==> src/rtl/sram_lane_ctrl.sv <==
module sram_lane_ctrl #(
  parameter int CLK_NS     = 4,
  parameter bit SLOW_GRADE = 1'b0,
  parameter int AW         = 19,
  parameter int DW         = 16
) (
  input  logic          clk,
  input  logic          rst_n,
  input  logic          req_valid,
  output logic          req_ready,
  input  logic          req_write,
  input  logic [AW-1:0] req_addr,
  input  logic [DW-1:0] req_wdata,
  input  logic [1:0]    req_be,
  output logic          rsp_valid,
  output logic [DW-1:0] rsp_rdata,
  output logic          mem_ce1_n,
  output logic          mem_ce2,
  output logic          mem_we_n,
  output logic          mem_oe_n,
  output logic          mem_lb_n,
  output logic          mem_ub_n,
  output logic [AW-1:0] mem_addr,
  output logic [DW-1:0] mem_dq_out,
  output logic          mem_dq_oe,
  input  logic [DW-1:0] mem_dq_in
);

  localparam int LW      = DW / 2;
  localparam int T_ACC   = SLOW_GRADE ? 100 : 70;
  localparam int T_OHZ   = SLOW_GRADE ? 35 : 30;
  localparam int T_CHZ   = SLOW_GRADE ? 40 : 35;
  localparam int T_FLT   = (T_OHZ > T_CHZ) ? T_OHZ : T_CHZ;

  function automatic int ns2cyc(input int ns);
    int c;
    c = (ns + CLK_NS - 1) / CLK_NS;
    return (c < 1) ? 1 : c;
  endfunction

  localparam int RD_CYC  = ns2cyc(T_ACC);
  localparam int WR_CYC  = RD_CYC;
  localparam int FLT_CYC = ns2cyc(T_FLT);
  localparam int CW      = $clog2(RD_CYC + FLT_CYC + 2);

  typedef enum logic [2:0] {
    S_IDLE, S_RD, S_RFLT, S_WSET, S_WPUL, S_WHLD
  } st_t;

  st_t           st;
  logic [CW-1:0] cnt;
  logic [AW-1:0] addr_q;
  logic [DW-1:0] wdat_q;
  logic [1:0]    be_q;
  logic          sel;

  always_ff @(posedge clk or negedge rst_n) begin
    if (!rst_n) begin
      st        <= S_IDLE;
      cnt       <= '0;
      addr_q    <= '0;
      wdat_q    <= '0;
      be_q      <= '0;
      rsp_valid <= 1'b0;
      rsp_rdata <= '0;
    end else begin
      rsp_valid <= 1'b0;
      case (st)
        S_IDLE: if (req_valid) begin
          addr_q <= req_addr;
          wdat_q <= req_wdata;
          be_q   <= req_be;
          if (req_write) st <= S_WSET;
          else begin
            st  <= S_RD;
            cnt <= CW'(RD_CYC - 1);
          end
        end
        S_RD: if (cnt == '0) begin
          rsp_rdata <= {be_q[1] ? mem_dq_in[DW-1:LW] : LW'(0),
                        be_q[0] ? mem_dq_in[LW-1:0]  : LW'(0)};
          rsp_valid <= 1'b1;
          st        <= S_RFLT;
          cnt       <= CW'(FLT_CYC - 1);
        end else cnt <= cnt - 1'b1;
        S_RFLT: if (cnt == '0) st <= S_IDLE;
                else cnt <= cnt - 1'b1;
        S_WSET: begin
          st  <= S_WPUL;
          cnt <= CW'(WR_CYC - 1);
        end
        S_WPUL: if (cnt == '0) st <= S_WHLD;
                else cnt <= cnt - 1'b1;
        S_WHLD: st <= S_IDLE;
        default: st <= S_IDLE;
      endcase
    end
  end

  assign sel        = (st == S_RD) || (st == S_WSET) || (st == S_WPUL) || (st == S_WHLD);
  assign req_ready  = (st == S_IDLE);
  assign mem_ce1_n  = ~sel;
  assign mem_ce2    = sel;
  assign mem_we_n   = (st != S_WPUL);
  assign mem_oe_n   = (st != S_RD);
  assign mem_lb_n   = ~(sel & be_q[0]);
  assign mem_ub_n   = ~(sel & be_q[1]);
  assign mem_addr   = addr_q;
  assign mem_dq_out = wdat_q;
  assign mem_dq_oe  = (st == S_WSET) || (st == S_WPUL) || (st == S_WHLD);

  a_r8_no_contention: assert property (@(posedge clk) disable iff (!rst_n)
    !(mem_dq_oe && !mem_oe_n));

  a_r6_stable_in_strobe: assert property (@(posedge clk) disable iff (!rst_n)
    (!mem_we_n && $past(!mem_we_n)) |->
      ($stable(mem_addr) && $stable(mem_dq_out) && $stable(mem_lb_n) && $stable(mem_ub_n)));

  a_r2_idle_standby: assert property (@(posedge clk) disable iff (!rst_n)
    req_ready |-> (mem_ce1_n && !mem_ce2 && mem_we_n && mem_oe_n && !mem_dq_oe));

  a_r4_single_pulse: assert property (@(posedge clk) disable iff (!rst_n)
    rsp_valid |=> !rsp_valid);

  a_r1_busy_after_take: assert property (@(posedge clk) disable iff (!rst_n)
    (req_valid && req_ready) |=> !req_ready);

  a_r5_oe_high_in_write: assert property (@(posedge clk) disable iff (!rst_n)
    !mem_we_n |-> (mem_oe_n && mem_dq_oe && !mem_ce1_n && mem_ce2));

endmodule

==> config.mk <==
export PLATFORM = sky130hd
export DESIGN_NAME = sram_lane_ctrl
export DESIGN_NICKNAME = d
export VERILOG_FILES = /design/src/rtl/sram_lane_ctrl.sv
export SDC_FILE = /design/constraint.sdc
export NUM_CORES = 1
export LEC_CHECK = 0
export ABC_AREA = 1
export BUFFER_PORTS_ARGS = -buffer_cell sky130_fd_sc_hd__buf_2
export CAP_MARGIN = 25
export CORE_MARGIN = 5
export CORE_UTILIZATION = 51
export CTS_CLUSTER_SIZE = 30
export DETAILED_ROUTE_END_ITERATION = 10
export GPL_TIMING_DRIVEN = 0
export HOLD_SLACK_MARGIN = 0.15
export MAX_ROUTING_LAYER = met4
export PLACE_DENSITY = 0.88
export SLEW_MARGIN = 40
export SYNTH_ARGS = -nofsm -noshare
export SYNTH_HDL_FRONTEND = slang
export SYNTH_SLANG_ARGS = --single-unit
==> constraint.sdc <==
create_clock -name clk -period 3.95 [get_ports clk]
set_clock_uncertainty 0.15 [all_clocks]
set_input_delay 0.395 -clock clk [delete_from_list [all_inputs] [get_ports clk]]
set_output_delay 0.395 -clock clk [all_outputs]
set_load 0.02 [all_outputs]
==> impl_metrics.csv <==
group,metric,value,unit
sta,finalMaxSlewViolations,0,
hold_path,min_path_type,"in -> reg",
yosys,synth_nets,380,
placement,dpl.hpwl,4.93,mm
floorplanning,design.core.area,0.00517,mm^2
cells_and_area,area.growth.synth_to_final,46.7,%
yosys,synth_area,0.00276,mm^2
clock_network,clk_pin_slew_worst_paths,70,ps
placement,placement.io_buffers,116,
setup_path,critical_path_data_required_time,3400,ps
clock_network,cts.path.max_buffers,2,
sta,grt_setup_unrepaired,"false",
route,drt-total-wl,7.71,mm
setup_path,path_class,"reg -> out",
sta,timing_hold_violations_final,0,
setup_path,type_of_element_launching_the_critical_path,"flip-flop",
cells_and_area,final-instance-count-excl-fill,563,
clock_network,worstSkewPairLatency,330,ps
cells_and_area,layout.cells.most_common,"sky130_fd_sc_hd__nand2_1",
hold_path,min_delay_path_depth,3,
job,timing.max_cap.violations,0,
setup_path,worst-path-max-fanout,6,
setup_path,r2r_start,"cnt[0]",
floorplanning,fp.dieArea,0.00698,mm^2
global_routing,global_route.overflow_total,0,
route,first_pass_iteration_count_of_the_detailed_router,4,
route,route.detailed.vias_per_inst,4.93,
route,first_iter_violations,183,
global_routing,grt_max_degree,63,
setup_path,critical_r2r_capture,"rsp_rdata[9]",
route,dr_total_vias,2774,
pwr,power.ir.vdd_worst,0.447,mV
run_status,result_of_the_run,"finished, final reports clean",
yosys,synth_top_cells_by_area,"sky130_fd_sc_hd__dfrtp_1 56%, sky130_fd_sc_hd__nand2_1 19%, sky130_fd_sc_hd__nand3_1 11%",
yosys,post_synthesis_register_bit_count,62,
sta,timing.fmax,0.455,GHz
sta,layout_min_cycle_time,2200,ps
route,final_ant_viol_nets,0,
floorplanning,dieWidth,83.5,um
setup_path,worst_setup_path_end_kind,"output port",
route,route.detailed.drc,0,
global_routing,vias_in_the_first_global_route,2706,
hold_path,timing.hold.worst.start,"req_be[0]",
yosys,synth_top_area_frac,0.563,
setup_path,highest_cell_delay_on_the_worst_timing_path,450,ps
setup_path,worst_setup_path_startpoint,"st[1]",
setup_path,rrSetupSlack,2220,ps
setup_path,r2r_cells,8,
yosys,number_of_standard_cells_after_synthesis,322,
yosys,synth.distinct_cells,23,
route,wl_per_cell,13.7,um
pwr,total_leakage_power,0.00237,uW
cells_and_area,filler_instances,351,
yosys,yosysTopAreaCell,"sky130_fd_sc_hd__dfrtp_1",
sta,timing.final.setup_violations,0,
cells_and_area,layout_common_cells,"142 x sky130_fd_sc_hd__nand2_1, 117 x sky130_fd_sc_hd__buf_2, 62 x sky130_fd_sc_hd__dfrtp_1, 60 x sky130_fd_sc_hd__nand3_1, 39 x sky130_fd_sc_hd__dlygate4sd3_1",
global_routing,grt_util_all_layers,0.232,
sta,finalCritPeriodShare,0.557,
global_routing,grt_pass1_wl,12.9,mm
yosys,synthesis.yosys.warnings,0,
sta,maxSlewHeadroom,0.640,
setup_path,critical-path-slowest-cell,"sky130_fd_sc_hd__dfrtp_1",
floorplanning,die_h,83.5,um
setup_path,crit_arrival,1660,ps
cells_and_area,finalNetCount,546,
floorplanning,ioPinCount,117,
clock_network,tritoncts_clock_tree,"built",
cells_and_area,antenna_cells,0,
sta,setup_total_negative_slack,0,ps
sta,max_slew.worst_pin.slew,540,ps
yosys,synth_sequential_area_ratio,0.563,
placement,place.detailed.instances,508,
floorplanning,effective_utilization_at_floorplan,0.533,
clock_network,cts.htree.levels,3,
cells_and_area,final_layout_size_suffix_gt1_frac,0.316,
clock_network,clock_sinks,62,
hold_path,hold_end,"be_q[0]",
yosys,postSynthAreaPerCell,8.56,um^2
placement,gpl.final_weighted_congestion,0.863,
clock_network,cts_repair_resize_count,0,
pwr,powerDensity,806,mW/mm^2
floorplanning,rows,26,
clock_network,cts_made_buffers,9,
global_routing,antenna_found_initial,0,
clock_network,clk_root_buffer_cell,"sky130_fd_sc_hd__clkbuf_8",
setup_path,path_cells,"nand2_1 > inv_1 > a21oi_1 > nand2_1 > inv_1 > buf_2",
[routing by layer]
| metal | wire length [um] | vias up | global-route usage |
|---|---|---|---|
| met4 | 110 | 0 | 0.0819 |
| met2 | 3830 | 134 | 0.382 |
| met5 | 0 | - | - |
| li1 | - | 1348 | - |
| met1 | 3250 | 1275 | 0.287 |
| met3 | 519 | 17 | 0.0464 |
[timing repair]
| action | CTS | global route |
|---|---|---|
| buffers inserted | 0 | 0 |
| hold endpoints to repair | 100 | 0 |
| hold buffers | 39 | 0 |
[flip-flops by register name, indices dropped and copies added (netlist names)]
signal / cells
be_q: 2
cnt: 5
mem_addr: 19
mem_dq_out: 16
rsp_rdata: 16
rsp_valid: 1
st: 3
[power breakdown]
group	internal (uW)	total (uW)	switching (uW)
combinational	543	1580	1040
sequential	896	1060	165
clock	374	614	240
total	1810	3260	1450
[cells in the mapped netlist]
master / instances
sky130_fd_sc_hd__a21oi_1: 3
sky130_fd_sc_hd__buf_2: 2
sky130_fd_sc_hd__buf_6: 8
sky130_fd_sc_hd__clkbuf_1: 5
sky130_fd_sc_hd__dfrtp_1: 62
sky130_fd_sc_hd__ha_1: 1
sky130_fd_sc_hd__inv_1: 14
sky130_fd_sc_hd__inv_2: 3
sky130_fd_sc_hd__inv_4: 1
sky130_fd_sc_hd__nand2_1: 142
sky130_fd_sc_hd__nand2_2: 2
sky130_fd_sc_hd__nand2_4: 1
sky130_fd_sc_hd__nand3_1: 60
sky130_fd_sc_hd__nand3_2: 1
sky130_fd_sc_hd__nand3_4: 1
sky130_fd_sc_hd__nand3b_1: 1
sky130_fd_sc_hd__nor2_1: 6
sky130_fd_sc_hd__nor2_2: 3
sky130_fd_sc_hd__nor2_4: 1
sky130_fd_sc_hd__nor2_8: 1
sky130_fd_sc_hd__o21ai_0: 2
sky130_fd_sc_hd__or2_2: 1
sky130_fd_sc_hd__xor2_1: 1
[cells by family after synthesis]
logic type      Yosys count  share of synthesized area
fa+ha+maj                 1                    0.00454
buf+inv                  33                     0.0685
xor+xnor                  1                    0.00318
simple gates            220                      0.352
compound gates            5                    0.00907
flops                    62                      0.563
[per-stage QoR]
stage	setup WS [ps]	instance area, um^2	utilization	total power (uW)	hold slack (ps)
floorplan	2060	2760	-	2110	-50.6
global placement	2160	3430	0.662	2550	300
detailed placement	2110	3430	0.663	2610	303
CTS	1730	4040	0.781	3270	150
global route	1600	4050	0.782	3500	160
finish	1750	4050	0.782	3260	160
[final cells by class]
class                   instances  area [um^2]  share of cell area
flip-flops and latches         62         1550               0.384
multi-input cells             227         1020               0.251
repair buffers                155          977               0.242
clock buffers                  11          141              0.0350
plain buffers                  15          119              0.0294
well taps                      70         87.6              0.0217
clock inverters                 5         81.3              0.0201
inverters                      18         70.1              0.0173
[worst max-delay path, delay by kind of cell, from the launching register on]
family | cells | cell delay, ps
DFF | 1 | 450
AOI/OAI and AO/OA | 1 | 340
and+or+nand+nor | 2 | 230
buffers and inverters | 3 | 300
[how the worst max path moves through the flow]
stage                end  slack [ps]  cells past startpoint
5_1_grt        mem_dq_oe        1600                      6
6_report       mem_dq_oe        1750                      6
3_5_place_dp   mem_dq_oe        2110                      5
2_1_floorplan   mem_lb_n        2060                      4
3_3_place_gp   mem_dq_oe        2160                      6
4_1_cts        mem_dq_oe        1730                      6
(Power assumes the default switching activity.)
